--- src/rtl/mcr_pkg.sv ---
package mcr_pkg;

    localparam int CFG_W    = 16;
    localparam int DLY_W    = 7;
    localparam int NUM_REGS = 2;

    typedef enum logic [1:0] {
        CK_125M = 2'b00,
        CK_BAD  = 2'b01,
        CK_2P5M = 2'b10,
        CK_25M  = 2'b11
    } rgmii_ck_e;

    // interface/speed register layout, MSB first
    typedef struct packed {
        logic       spare15;
        logic       rmii_mode;
        rgmii_ck_e  ck_sel;
        logic       rmii_ck25;
        logic       spd100;
        logic       flow;
        logic [2:0] intf;
        logic [5:0] spare_lo;
    } ifc_cfg_t;

    // delay register layout, MSB first
    typedef struct packed {
        logic             rx_en;
        logic             tx_en;
        logic [DLY_W-1:0] rx_tap;
        logic [DLY_W-1:0] tx_tap;
    } dly_cfg_t;

    localparam logic [2:0] INTF_RGMII = 3'b001;
    localparam logic [2:0] INTF_RMII  = 3'b100;

    function automatic logic [CFG_W-1:0] masked_merge(
        input logic [CFG_W-1:0] old_v,
        input logic [CFG_W-1:0] new_v,
        input logic [CFG_W-1:0] mask
    );
        return (old_v & ~mask) | (new_v & mask);
    endfunction

endpackage

--- src/rtl/mcr_masked_reg.sv ---
module mcr_masked_reg #(
    parameter int W = 16
) (
    input  logic         clk,
    input  logic         rst,
    input  logic         wr_en,
    input  logic [W-1:0] wr_val,
    input  logic [W-1:0] wr_mask,
    output logic [W-1:0] q
);

    always_ff @(posedge clk) begin
        if (rst)
            q <= '0;
        else if (wr_en)
            q <= (q & ~wr_mask) | (wr_val & wr_mask);
    end

    // reset clears the register
    assert_reset_clear_R1: assert property (@(posedge clk) rst |=> q == '0);

    // bits outside the mask never move during a write
    assert_unmasked_hold_R2: assert property (@(posedge clk) disable iff (rst)
        wr_en |=> ((q ^ $past(q)) & ~$past(wr_mask)) == '0);

    // bits inside the mask take the written data
    assert_masked_take_R2: assert property (@(posedge clk) disable iff (rst)
        wr_en |=> (q & $past(wr_mask)) == ($past(wr_val) & $past(wr_mask)));

    // an empty mask leaves the register unchanged
    assert_empty_mask_R3: assert property (@(posedge clk) disable iff (rst)
        (wr_en && wr_mask == '0) |=> $stable(q));

endmodule

--- src/rtl/mcr_ifc_decode.sv ---
module mcr_ifc_decode
    import mcr_pkg::*;
(
    input  logic     clk,
    input  logic     rst,
    input  ifc_cfg_t cfg,
    output logic     intf_rgmii,
    output logic     intf_rmii,
    output logic     flow_ctrl_en,
    output logic     mii_100m,
    output logic     rmii_clk_25m,
    output logic     rmii_mode_en,
    output logic     rgmii_clk_125m,
    output logic     rgmii_clk_25m,
    output logic     rgmii_clk_2p5m,
    output logic     rgmii_clk_err
);

    always_comb begin
        intf_rgmii   = (cfg.intf == INTF_RGMII);
        intf_rmii    = (cfg.intf == INTF_RMII);
        flow_ctrl_en = cfg.flow;
        mii_100m     = cfg.spd100;
        rmii_clk_25m = cfg.rmii_ck25;
        rmii_mode_en = cfg.rmii_mode;
    end

    always_comb begin
        rgmii_clk_125m = 1'b0;
        rgmii_clk_25m  = 1'b0;
        rgmii_clk_2p5m = 1'b0;
        rgmii_clk_err  = 1'b0;
        unique case (cfg.ck_sel)
            CK_125M: rgmii_clk_125m = 1'b1;
            CK_25M:  rgmii_clk_25m  = 1'b1;
            CK_2P5M: rgmii_clk_2p5m = 1'b1;
            default: rgmii_clk_err  = 1'b1;
        endcase
    end

    // exactly one clock-select flag at all times
    assert_ck_onehot_R8: assert property (@(posedge clk) disable iff (rst)
        $countones({rgmii_clk_125m, rgmii_clk_25m, rgmii_clk_2p5m, rgmii_clk_err}) == 1);

    // the two interface flags are exclusive
    assert_intf_excl_R6: assert property (@(posedge clk) disable iff (rst)
        !(intf_rgmii && intf_rmii));

endmodule

--- src/rtl/mcr_dly_decode.sv ---
module mcr_dly_decode
    import mcr_pkg::*;
(
    input  dly_cfg_t         cfg,
    output logic [DLY_W-1:0] tx_dly,
    output logic [DLY_W-1:0] rx_dly,
    output logic             tx_dly_en,
    output logic             rx_dly_en
);

    always_comb begin
        tx_dly    = cfg.tx_tap;
        rx_dly    = cfg.rx_tap;
        tx_dly_en = cfg.tx_en;
        rx_dly_en = cfg.rx_en;
    end

endmodule

--- src/rtl/macglue_cfg_regs.sv ---
module macglue_cfg_regs
    import mcr_pkg::*;
#(
    parameter int                ADDR_W  = 12,
    parameter logic [ADDR_W-1:0] IFC_OFF = 12'h248,
    parameter logic [ADDR_W-1:0] DLY_OFF = 12'h250
) (
    input  logic              clk,
    input  logic              rst,
    input  logic              wr_valid,
    input  logic [ADDR_W-1:0] wr_addr,
    input  logic [31:0]       wr_data,
    input  logic [ADDR_W-1:0] rd_addr,
    output logic [31:0]       rd_data,
    output logic              intf_rgmii,
    output logic              intf_rmii,
    output logic              flow_ctrl_en,
    output logic              mii_100m,
    output logic              rmii_clk_25m,
    output logic              rmii_mode_en,
    output logic              rgmii_clk_125m,
    output logic              rgmii_clk_25m,
    output logic              rgmii_clk_2p5m,
    output logic              rgmii_clk_err,
    output logic [DLY_W-1:0]  tx_dly,
    output logic [DLY_W-1:0]  rx_dly,
    output logic              tx_dly_en,
    output logic              rx_dly_en
);

    localparam int BUS_W = 2 * CFG_W;
    localparam logic [ADDR_W-1:0] OFFS [NUM_REGS] = '{IFC_OFF, DLY_OFF};

    logic [CFG_W-1:0] cfg_q [NUM_REGS];

    for (genvar g = 0; g < NUM_REGS; g++) begin : g_reg
        logic hit;
        assign hit = wr_valid && (wr_addr == OFFS[g]);

        mcr_masked_reg #(.W(CFG_W)) u_reg (
            .clk     (clk),
            .rst     (rst),
            .wr_en   (hit),
            .wr_val  (wr_data[CFG_W-1:0]),
            .wr_mask (wr_data[BUS_W-1:CFG_W]),
            .q       (cfg_q[g])
        );

        // a write elsewhere leaves this register alone
        assert_other_addr_hold_R5: assert property (@(posedge clk) disable iff (rst)
            (wr_valid && wr_addr != OFFS[g]) |=> $stable(cfg_q[g]));
    end

    always_comb begin
        rd_data = '0;
        for (int i = 0; i < NUM_REGS; i++)
            if (rd_addr == OFFS[i])
                rd_data = {{(BUS_W-CFG_W){1'b0}}, cfg_q[i]};
    end

    // unmapped read returns zero
    assert_unmapped_read_R5: assert property (@(posedge clk) disable iff (rst)
        (rd_addr != IFC_OFF && rd_addr != DLY_OFF) |-> rd_data == '0);

    mcr_ifc_decode u_ifc (
        .clk            (clk),
        .rst            (rst),
        .cfg            (ifc_cfg_t'(cfg_q[0])),
        .intf_rgmii     (intf_rgmii),
        .intf_rmii      (intf_rmii),
        .flow_ctrl_en   (flow_ctrl_en),
        .mii_100m       (mii_100m),
        .rmii_clk_25m   (rmii_clk_25m),
        .rmii_mode_en   (rmii_mode_en),
        .rgmii_clk_125m (rgmii_clk_125m),
        .rgmii_clk_25m  (rgmii_clk_25m),
        .rgmii_clk_2p5m (rgmii_clk_2p5m),
        .rgmii_clk_err  (rgmii_clk_err)
    );

    mcr_dly_decode u_dly (
        .cfg       (dly_cfg_t'(cfg_q[1])),
        .tx_dly    (tx_dly),
        .rx_dly    (rx_dly),
        .tx_dly_en (tx_dly_en),
        .rx_dly_en (rx_dly_en)
    );

endmodule

--- config.mk ---
export PLATFORM = sky130hd
export DESIGN_NAME = macglue_cfg_regs
export DESIGN_NICKNAME = d
export VERILOG_FILES = /design/src/rtl/mcr_pkg.sv /design/src/rtl/mcr_masked_reg.sv /design/src/rtl/mcr_ifc_decode.sv /design/src/rtl/mcr_dly_decode.sv /design/src/rtl/macglue_cfg_regs.sv
export SDC_FILE = /design/constraint.sdc
export NUM_CORES = 1
export LEC_CHECK = 0
export BUFFER_PORTS_ARGS = -buffer_cell sky130_fd_sc_hd__buf_2
export CORE_MARGIN = 3
export CORE_UTILIZATION = 25
export CTS_BUF_LIST = sky130_fd_sc_hd__clkbuf_8
export DETAILED_ROUTE_END_ITERATION = 8
export GPL_ROUTABILITY_DRIVEN = 0
export PLACE_DENSITY = 0.48
export SYNTH_ARGS = -nofsm -noshare
export SYNTH_HDL_FRONTEND = slang
export SYNTH_SLANG_ARGS = --single-unit
--- constraint.sdc ---
create_clock -name clk -period 1.45 [get_ports clk]
set_input_delay 0.145 -clock clk [delete_from_list [all_inputs] [get_ports clk]]
set_output_delay 0.145 -clock clk [all_outputs]
set_load 0.05 [all_outputs]
==> run_results.csv, run 1 <==
group,metric,value,unit
clock_tree,clk_pin_slew,0.07,ns
clock_tree,cts_tree,"done",
worst_setup_path,worst_path_largest_cell_delay,0.57,ns
floorplan,start_util,0.261,
power_and_ir_drop,vdd_drop_max,0.000256,V
worst_setup_path,end_kind,"output port",
worst_setup_path,worstSetupEndpoint,"rd_data[11]",
outcome,status,"complete, but fails checks",
synth,synth.distinct_cells,23,
worst_setup_path,worstRegToRegCells,2,
timing,hold_viol,0,
worst_setup_path,path_class,"in -> out",
synth,syn_area,2460,µm²
route,wirelength,6960,µm
floorplan,die_y,105,µm
route,drt_pass1_iterations,4,
worst_setup_path,setup.worst_path.start_class,"input port",
finish,finalCoreUtilization,0.375,
timing,rsz0062_at_grt,"true",
clock_tree,worst_skew_pair.late_latency,0.28,ns
route,ant_nets,0,
synth,yosysMostFrequentCell,"nand2b_1",
worst_setup_path,arrival,1.67,ns
timing,min_period_over_period,1.25,
grt,grt_pass1_vias,2109,
grt,grt_util_all_layers,0.123,
synth,synth_edf_count,0,
synth,synth_top_area_frac,0.260,
clock_tree,ctsHoldBuffers,0,
timing,finalSetupViolations,16,
clock_tree,root_buffer,"clkbuf_8",
placed_design,dpl.hpwl,4820,µm
synth,ys_ff_latch,32,
synth,yosysWarnings,0,
floorplan,rows,35,
placed_design,io_buffers,100,
grt,grt_pass1_wl,11000,µm
finish,nFillCells,939,
timing,fin_ws,-0.365,ns
worst_setup_path,crit_required,1.31,ns
hold_path,min-delay-path-class,"in -> reg",
worst_setup_path,timing.critical_path.from,"rd_addr[5]",
worst_setup_path,rrSetupSlack,0.77,ns
power_and_ir_drop,cellPowerDensity,567,nW/µm²
finish,areaGrowthSynthToFinish,43.5,%
timing,finalSetupTns,-5.68,ns
outcome,violations,"setup timing",
power_and_ir_drop,leakagePower,1.38,nW
route,vias,2143,
route,drc,0,
grt,grt_max_degree,49,
worst_setup_path,critPathSlowestCell,"or4b_4",
synth,yosysTopAreaCell,"dfxtp_1",
synth,synth_top_flop_cell,"dfxtp_1",
synth,synth_common_cells,"nand2b_1 (50), dfxtp_1 (32), mux2i_1 (32), nand3b_1 (32), buf_4 (31)",
clock_tree,htreeDepth,2,
clock_tree,clkSinkCount,32,
worst_setup_path,cp_max_fo,7,
worst_setup_path,path_cells,"buf_6, or4b_4, nor4_4, buf_4, buf_8, a22o_4, buf_8",
route,drt_iter0_markers,83,
finish,drive_gt1_frac,0.506,
synth,synthTopCellsByArea,"dfxtp_1 (26%), mux2i_1 (13%), nand2b_1 (13%)",
timing,skew,0,ns
power_and_ir_drop,totalPowerFinal,2.00,mW
worst_setup_path,crit_path_frequent_cell,"buf_8",
grt,grt_overflow,0,
clock_tree,cts_buffers,5,
floorplan,fp.dieArea,11100,µm²
finish,diodes,0,
route,vias_per_cell,4.53,
synth,syn_area_per_cell,9.32,µm²
grt,antenna_found_initial,0,
clock_tree,cts_buffer_depth,2,
floorplan,pin_count,117,
timing,relSlewSlack,0.665,
hold_path,min_from,"wr_data[7]",
job,drv_cap,0,
synth,netlist_instances,264,
synth,seq_area_frac_synth,0.260,
placed_design,dp_slack,-0.473,ns
synth,ys_async_sr_fraction,0,
timing,worstMarginPinSlew,0.503,ns
timing,period_minus_slack,1.81,ns
timing,clock.fmax,551,MHz
timing,maxSlewViolCount,0,
floorplan,coreArea,9420,µm²
route,wl_per_cell,14.7,µm
floorplan,die_w,105,µm
finish,final_nets,403,
## repair_timing
action | 4_1_cts | 5_1_grt
resized for setup | 66 | 6
setup endpoints to repair | 43 | 16
pin swaps | 4 | 9
cloned | 1 | 1
buffers inserted | 1 | 1
## logic make-up after synthesis
group / synth area share
buf+inv: 0.144
flops: 0.260
mux: 0.130
compound gates: 0.0651
simple gates: 0.399
other cells: 0.00152
## critical path: cells and delay by family
family | cells | cell delay (ns)
and+or+nand+nor | 2 | 0.82
buffers and inverters | 4 | 0.55
AOI/OAI and AO/OA | 1 | 0.15
## report_power, final
group	total [mW]	leakage [nW]	switching, mW	internal [mW]
combinational	0.370	1.07	0.234	0.136
clock	0.754	0.0503	0.331	0.423
sequential	0.879	0.258	0.0000479	0.879
total	2.00	1.38	0.566	1.44
## metal layers
metal	up-vias	global-route usage	share of wire
met4	0	0.0337	0.0092
met5	-	0	0
li1	1066	-	-
met2	67	0.208	0.50
met1	1005	0.155	0.44
met3	5	0.0282	0.051
## metrics by stage
step	instance area (µm²)	instances	hold WS [ns]
2_1_floorplan	2710	279	0.324
3_3_place_gp	3130	462	0.444
3_5_place_dp	3130	462	0.451
4_1_cts	3500	471	0.139
5_1_grt	3530	473	0.154
6_report	3530	473	0.150
## how the worst min path moves through the flow
stage	slack, ns	end	cells past startpoint
4_1_cts	0.14	register	3
3_3_place_gp	0.44	register	3
2_1_floorplan	0.32	register	2
5_1_grt	0.15	register	3
3_5_place_dp	0.45	register	3
6_report	0.15	register	3
## cell usage in the layout, fill, tap and decap left out, types with 3 or more instances in the layout
| cell type | count |
|---|---|
| buf_2 | 82 |
| nand2b_1 | 50 |
| nand3b_1 | 32 |
| mux2i_1 | 32 |
| dfxtp_1 | 32 |
| nor4_2 | 28 |
| buf_8 | 19 |
| a22o_4 | 16 |
| conb_1 | 16 |
| clkbuf_8 | 7 |
| buf_6 | 7 |
| nor4_4 | 4 |
| buf_12 | 4 |
| or4b_4 | 3 |
## cell type report
class	instances	area, µm²	area share
flip-flops and latches	32	641	0.181
repair buffers	113	862	0.244
well taps	129	161	0.0457
multi-input cells	192	1770	0.501
clock buffers	7	96.3	0.0273
Note: power is estimated with default switching activity, not from simulation.
==> inputs of run 2 (changes only) <==
--- a/config.mk
+++ b/config.mk
@@ -5,6 +5,7 @@
 export SDC_FILE = /design/constraint.sdc
 export NUM_CORES = 1
 export LEC_CHECK = 0
+export ABC_AREA = 1
 export BUFFER_PORTS_ARGS = -buffer_cell sky130_fd_sc_hd__buf_2
 export CORE_MARGIN = 3
 export CORE_UTILIZATION = 25
@@ -12,6 +13,7 @@
 export DETAILED_ROUTE_END_ITERATION = 8
 export GPL_ROUTABILITY_DRIVEN = 0
 export PLACE_DENSITY = 0.48
+export SLEW_MARGIN = 20
 export SYNTH_ARGS = -nofsm -noshare
 export SYNTH_HDL_FRONTEND = slang
 export SYNTH_SLANG_ARGS = --single-unit
==> run 2 against run 1 <==
Against the previous run: the run still ends with setup timing left; hold slack better by 0.025 ns; core utilization is 1.6 points lower; global-route usage is 1.4 points higher; non-clock buffer count is 5 higher; count of clock-buffer cells in the layout is 1 lower; via count is 24% higher; clock power is 1% lower; combinational power is 8.9% lower; largest cell class unchanged; largest power group unchanged.
==> run_results.csv, run 2 <==
group,metric,value,unit
outcome,status,"complete, but fails checks",
outcome,violations,"setup timing",
worst_setup_path,arrival,1.31,ns
finish,nFillCells,1092,
grt,grt_pass1_wl,12400,µm
power_and_ir_drop,p_int,1.36,mW
timing,clock.fmax,689,MHz
clock_tree,clk_pin_slew,0.08,ns
route,wl_per_cell,12.5,µm
timing,min_period_over_period,1.00,
synth,netlist_instances,403,
power_and_ir_drop,vdd_drop_max,0.000388,V
placed_design,io_buffers,100,
finish,final_common_cell,"inv_1",
route,vias_per_cell,4.20,
clock_tree,cts_buffer_depth,2,
grt,grt_max_degree,33,
power_and_ir_drop,p_seq_frac,0.448,
finish,areaGrowthSynthToFinish,38.4,%
synth,ys_ff_latch,32,
power_and_ir_drop,cellPowerDensity,553,nW/µm²
worst_setup_path,crit_path_frequent_cell,"buf_6",
grt,antenna_found_initial,0,
timing,maxSlewViolCount,0,
route,ant_nets,0,
hold_path,min-delay-path-class,"in -> reg",
power_and_ir_drop,power.share.switching,0.307,
floorplan,fp.dieArea,11500,µm²
finish,multiInputGateArea,1440,µm²
route,vias,2657,
synth,synth-xor-area-share,0,
power_and_ir_drop,leakagePower,1.71,nW
timing,skew,0,ns
clock_tree,worst_skew_pair.late_latency,0.29,ns
worst_setup_path,cp_num_buf_inv,4,
synth,seq_area_frac_synth,0.250,
synth,synth_compound_area_frac,0.0459,
placed_design,dpl.hpwl,5720,µm
grt,grt_util_all_layers,0.137,
worst_setup_path,critPathSlowestCell,"clkbuf_16",
synth,yosys.area_share.simple,0.441,
floorplan,die_w,107,µm
timing,rsz0062_at_grt,"true",
synth,synth_common_cells,"inv_1 (92), nand2_1 (75), nand3_1 (47), nor2_1 (46), buf_4 (35)",
synth,yosysTopAreaCell,"dfxtp_1",
floorplan,die_y,107,µm
worst_setup_path,setup.worst_path.start_class,"input port",
finish,layout_common_cells,"inv_1 (92), buf_2 (83), nand2_1 (74)",
floorplan,rows,36,
power_and_ir_drop,p_clk_frac,0.380,
synth,syn_area,2560,µm²
worst_setup_path,path_cells,"buf_6, nor2_4, nand2_2, nor3_4, buf_6, nand3_4, clkbuf_16, o21ai_2, buf_6",
job,drv_cap,0,
worst_setup_path,end_kind,"output port",
finish,final_nets,558,
worst_setup_path,path_class,"in -> out",
synth,yosysWarnings,0,
finish,drive_gt1_frac,0.356,
floorplan,coreArea,9860,µm²
timing,period_minus_slack,1.45,ns
synth,yosysMostFrequentCell,"inv_1",
route,wirelength,7920,µm
clock_tree,cts_buffers,5,
timing,fin_ws,-0.000843,ns
synth,synth.distinct_cells,22,
grt,grt_overflow,0,
clock_tree,root_buffer,"clkbuf_8",
synth,synth_top_flop_cell,"dfxtp_1",
finish,register_area,641,µm²
synth,synthMuxAreaShare,0,
clock_tree,htreeDepth,2,
finish,final_area,3550,µm²
synth,synth_top_family_by_area,"simple AND/OR/NAND/NOR gates",
synth,synthTopCellsByArea,"dfxtp_1 (25%), inv_1 (13%), nand2_1 (11%)",
synth,yosys.area_share.adder,0,
worst_setup_path,cp_top_family,"buffers and inverters",
synth,ys_async_sr_fraction,0,
clock_tree,clkSinkCount,32,
worst_setup_path,worst_path_largest_cell_delay,0.21,ns
grt,grt_pass1_vias,2577,
power_and_ir_drop,p_comb_frac,0.172,
timing,hold_viol,0,
placed_design,place_area,3240,µm²
route,drt_iter0_markers,87,
route,drt_pass1_iterations,4,
power_and_ir_drop,p_switching,0.602,mW
finish,diodes,0,
synth,synth_edf_count,0,
clock_tree,cts_tree,"done",
worst_setup_path,crit_required,1.31,ns
timing,finalSetupViolations,2,
power_and_ir_drop,totalPowerFinal,1.96,mW
synth,synth_top_area_frac,0.250,
worst_setup_path,cp_max_fo,5,
floorplan,start_util,0.260,
floorplan,pin_count,117,
synth,syn_area_per_cell,6.36,µm²
route,drc,0,
## run 2: changes by cell type in the layout (fill, tap and decap cells not counted), moves of 16 or more
cell	previous run	this run
inv_1	0	92
nand2_1	0	74
nand2b_1	50	0
nand3_1	0	47
nor2_1	1	44
mux2i_1	32	0
nand3b_1	32	0
nor4_2	28	0
nand3_2	0	20
buf_8	19	1
a22o_4	16	0
nand4_1	0	16
## run 2: power by group through the flow
stage / combinational, mW / sequential [mW] / clock [mW]
2_1_floorplan: 0.218 / 0.899 / 0
6_report: 0.337 / 0.878 / 0.745
3_3_place_gp: 0.322 / 0.899 / 0
4_1_cts: 0.332 / 0.878 / 0.779
3_5_place_dp: 0.326 / 0.899 / 0
5_1_grt: 0.367 / 0.878 / 0.816
## run 2: repair_timing
action	4_1_cts	5_1_grt
hold buffers	0	0
setup buffers	1	0
resized for setup	42	8
setup endpoints to repair	16	16
cloned	1	1
pin swaps	2	2
## run 2: routing by layer
layer | global-route usage | part of all wire | vias to the layer above
li1 | - | - | 1377
met1 | 0.169 | 0.44 | 1163
met2 | 0.233 | 0.47 | 107
met3 | 0.0349 | 0.077 | 10
met4 | 0.0429 | 0.017 | 0
met5 | 0 | 0 | -
## run 2: cell families after synthesis
family | Yosys count
DFF | 32
buffers and inverters | 137
other | 1
and+or+nand+nor | 217
AOI/OAI and AO/OA | 16
## run 2: final timing paths
check	from	end	slack [ns]	depth (start not counted)
setup / recovery	rd_addr[11]	rd_data[3]	-0.0008	9
hold / removal	wr_data[27]	register	0.17	4
setup reg to reg	register	register	0.72	4
hold reg to reg	register	register	0.51	4
## run 2: worst reg2reg max path, cell delays in order, from the launching register on
cell     delay [ns]
dfxtp_1        0.44
inv_1          0.06
nand2_1        0.06
inv_1          0.03
nor2_1         0.08
## run 2: per-stage QoR
stage	setup TNS (ns)	hold slack, ns	util	worst slack [ns]	cells
after CTS	-0.270	0.165	0.354	-0.0295	632
after floorplan	-0.754	0.331	-	-0.151	418
after global placement	-1.13	0.475	0.329	-0.0990	622
after detailed placement	-1.36	0.478	0.329	-0.140	622
final	-0.000929	0.174	0.359	-0.000843	633
after global routing	-0.873	0.184	0.359	-0.0700	633
## run 2: layout make-up
type | count | share of cell area
Sequential cell | 32 | 0.181
Multi-Input combinational cell | 249 | 0.405
Clock buffer | 6 | 0.0233
Tap cell | 133 | 0.0469
Inverter | 93 | 0.0984
Timing Repair Buffer | 118 | 0.243
Clock inverter | 2 | 0.00282
==> inputs of run 3 (changes only) <==
--- a/config.mk
+++ b/config.mk
@@ -9,10 +9,11 @@
 export BUFFER_PORTS_ARGS = -buffer_cell sky130_fd_sc_hd__buf_2
 export CORE_MARGIN = 3
 export CORE_UTILIZATION = 25
-export CTS_BUF_LIST = sky130_fd_sc_hd__clkbuf_8
+export CTS_BUF_LIST = sky130_fd_sc_hd__clkbuf_16
 export DETAILED_ROUTE_END_ITERATION = 8
 export GPL_ROUTABILITY_DRIVEN = 0
-export PLACE_DENSITY = 0.48
+export MAX_ROUTING_LAYER = met4
+export PLACE_DENSITY = 0.46
 export SLEW_MARGIN = 20
 export SYNTH_ARGS = -nofsm -noshare
 export SYNTH_HDL_FRONTEND = slang
==> constraint.sdc (replaced) <==
create_clock -name clk -period 1.8 [get_ports clk]
set_input_delay 0.18 -clock clk [delete_from_list [all_inputs] [get_ports clk]]
set_output_delay 0.18 -clock clk [all_outputs]
set_load 0.05 [all_outputs]
==> run 3 against run 2 <==
Against the previous run: die area is the same; critical path depth shrank 1; via count shrank 2.1%; the run now ends clean; sequential power shrank 19%; sequential share of layout area grew 1.6 points; highest routed layer unchanged; largest cell class unchanged; hold slack gained 0.055 ns.
==> run_results.csv, run 3 (same netlist as run 2, synthesis figures left out) <==
group,metric,value,unit
grt,grt_pass1_vias,2530,
clock_tree,clkSinkCount,32,
worst_setup_path,rrSetupSlack,1.08,ns
worst_setup_path,crit_required,1.62,ns
timing,finalSetupViolations,0,
finish,finalCoreUtilization,0.330,
grt,grt_overflow,0,
finish,register_area,641,µm²
finish,multiInputGateArea,1310,µm²
job,drv_cap,0,
route,vias_per_cell,4.14,
finish,areaGrowthSynthToFinish,26.9,%
floorplan,die_w,107,µm
hold_path,min-delay-path-class,"in -> reg",
worst_setup_path,path_class,"in -> out",
placed_design,dpl.hpwl,5650,µm
timing,maxSlewViolCount,0,
power_and_ir_drop,vdd_drop_max,0.000265,V
finish,final_common_cell,"buf_2",
placed_design,place_area,3060,µm²
power_and_ir_drop,leakagePower,1.66,nW
timing,rsz0062_at_grt,"false",
finish,final_area,3250,µm²
power_and_ir_drop,cellPowerDensity,593,nW/µm²
worst_setup_path,end_kind,"output port",
timing,hold_viol,0,
grt,antenna_found_initial,0,
clock_tree,cts_setup_buffers,0,
floorplan,die_y,107,µm
clock_tree,cts_buffers,5,
finish,final_nets,553,
route,wirelength,7570,µm
placed_design,dp_cells,618,
route,drt_iter0_markers,87,
route,drc,0,
floorplan,pin_count,117,
finish,layoutNonFillerInstCount,628,
clock_tree,cts_resized,0,
placed_design,io_buffers,100,
clock_tree,worst_skew_pair.late_latency,0.28,ns
route,ant_nets,0,
clock_tree,clk_pin_slew,0.06,ns
timing,skew,0,ns
grt,grt_util_all_layers,0.137,
floorplan,start_util,0.260,
finish,diodes,0,
worst_setup_path,arrival,1.43,ns
worst_setup_path,cp_max_fo,9,
worst_setup_path,setup.worst_path.start_class,"input port",
clock_tree,ctsHoldBuffers,0,
outcome,status,"finished clean",
clock_tree,cts_tree,"done",
clock_tree,cts_buffer_depth,2,
floorplan,rows,36,
clock_tree,htreeDepth,2,
grt,grt_max_degree,33,
route,vias,2602,
floorplan,fp.dieArea,11500,µm²
timing,clock.fmax,622,MHz
finish,drive_gt1_frac,0.327,
finish,layout_common_cells,"buf_2 (100), inv_1 (93), nand2_1 (75)",
clock_tree,root_buffer,"clkbuf_16",
grt,grt_pass1_wl,12300,µm
timing,min_period_over_period,0.893,
floorplan,coreArea,9860,µm²
route,wl_per_cell,12.0,µm
finish,nFillCells,1141,
timing,period_minus_slack,1.61,ns
route,drt_pass1_iterations,5,
## run 3: power by group
| group | internal (mW) | total (mW) | leakage, nW | switching (mW) |
|---|---|---|---|---|
| clock network | 0.645 | 0.961 | 0.0850 | 0.316 |
| registers | 0.709 | 0.709 | 0.258 | 0.0000431 |
| logic | 0.0740 | 0.259 | 1.31 | 0.185 |
| total | 1.43 | 1.93 | 1.66 | 0.501 |
## run 3: final timing paths
path	startpoint	depth (start not counted)	endpoint
max	rd_addr[1]	8	rd_data[11]
min	wr_data[29]	4	register
max reg2reg	register	4	register
min reg2reg	register	4	register
## run 3: stage by stage
stage / setup TNS, ns / setup WS [ns] / power, mW / hold WS [ns]
after floorplan: -1.38 / -0.229 / 0.899 / 0.366
after global placement: 0 / 0.141 / 0.983 / 0.496
after detailed placement: 0 / 0.0411 / 0.984 / 0.503
after CTS: 0 / 0.0693 / 1.97 / 0.218
after global routing: 0 / 0.0994 / 2.03 / 0.239
final: 0 / 0.193 / 1.93 / 0.229
## run 3: critical path, cell delays in order
cell     delay, ns
buf_2         0.10
nor2_1        0.09
nand2_1       0.09
nor3_4        0.20
nand3_4       0.17
buf_12        0.19
o21ai_2       0.13
buf_2         0.28
## run 3: area by class of cell
class                      count  area share
timing repair buffer         113       0.192
inverter                      93       0.107
clock inverter                 3      0.0119
multi-input combinational    249       0.402
sequential                    32       0.197
tap                          133      0.0512
clock buffer                   5      0.0385
## run 3: per-layer routing
| layer | part of all wire | track usage | wire length [µm] | vias to the layer above |
|---|---|---|---|---|
| met1 | 0.45 | 0.166 | 3390 | 1150 |
| met4 | 0.0054 | 0.0311 | 41 | 0 |
| met3 | 0.070 | 0.0295 | 528 | 4 |
| met5 | 0 | - | 0 | - |
| li1 | - | - | - | 1363 |
| met2 | 0.48 | 0.232 | 3610 | 85 |
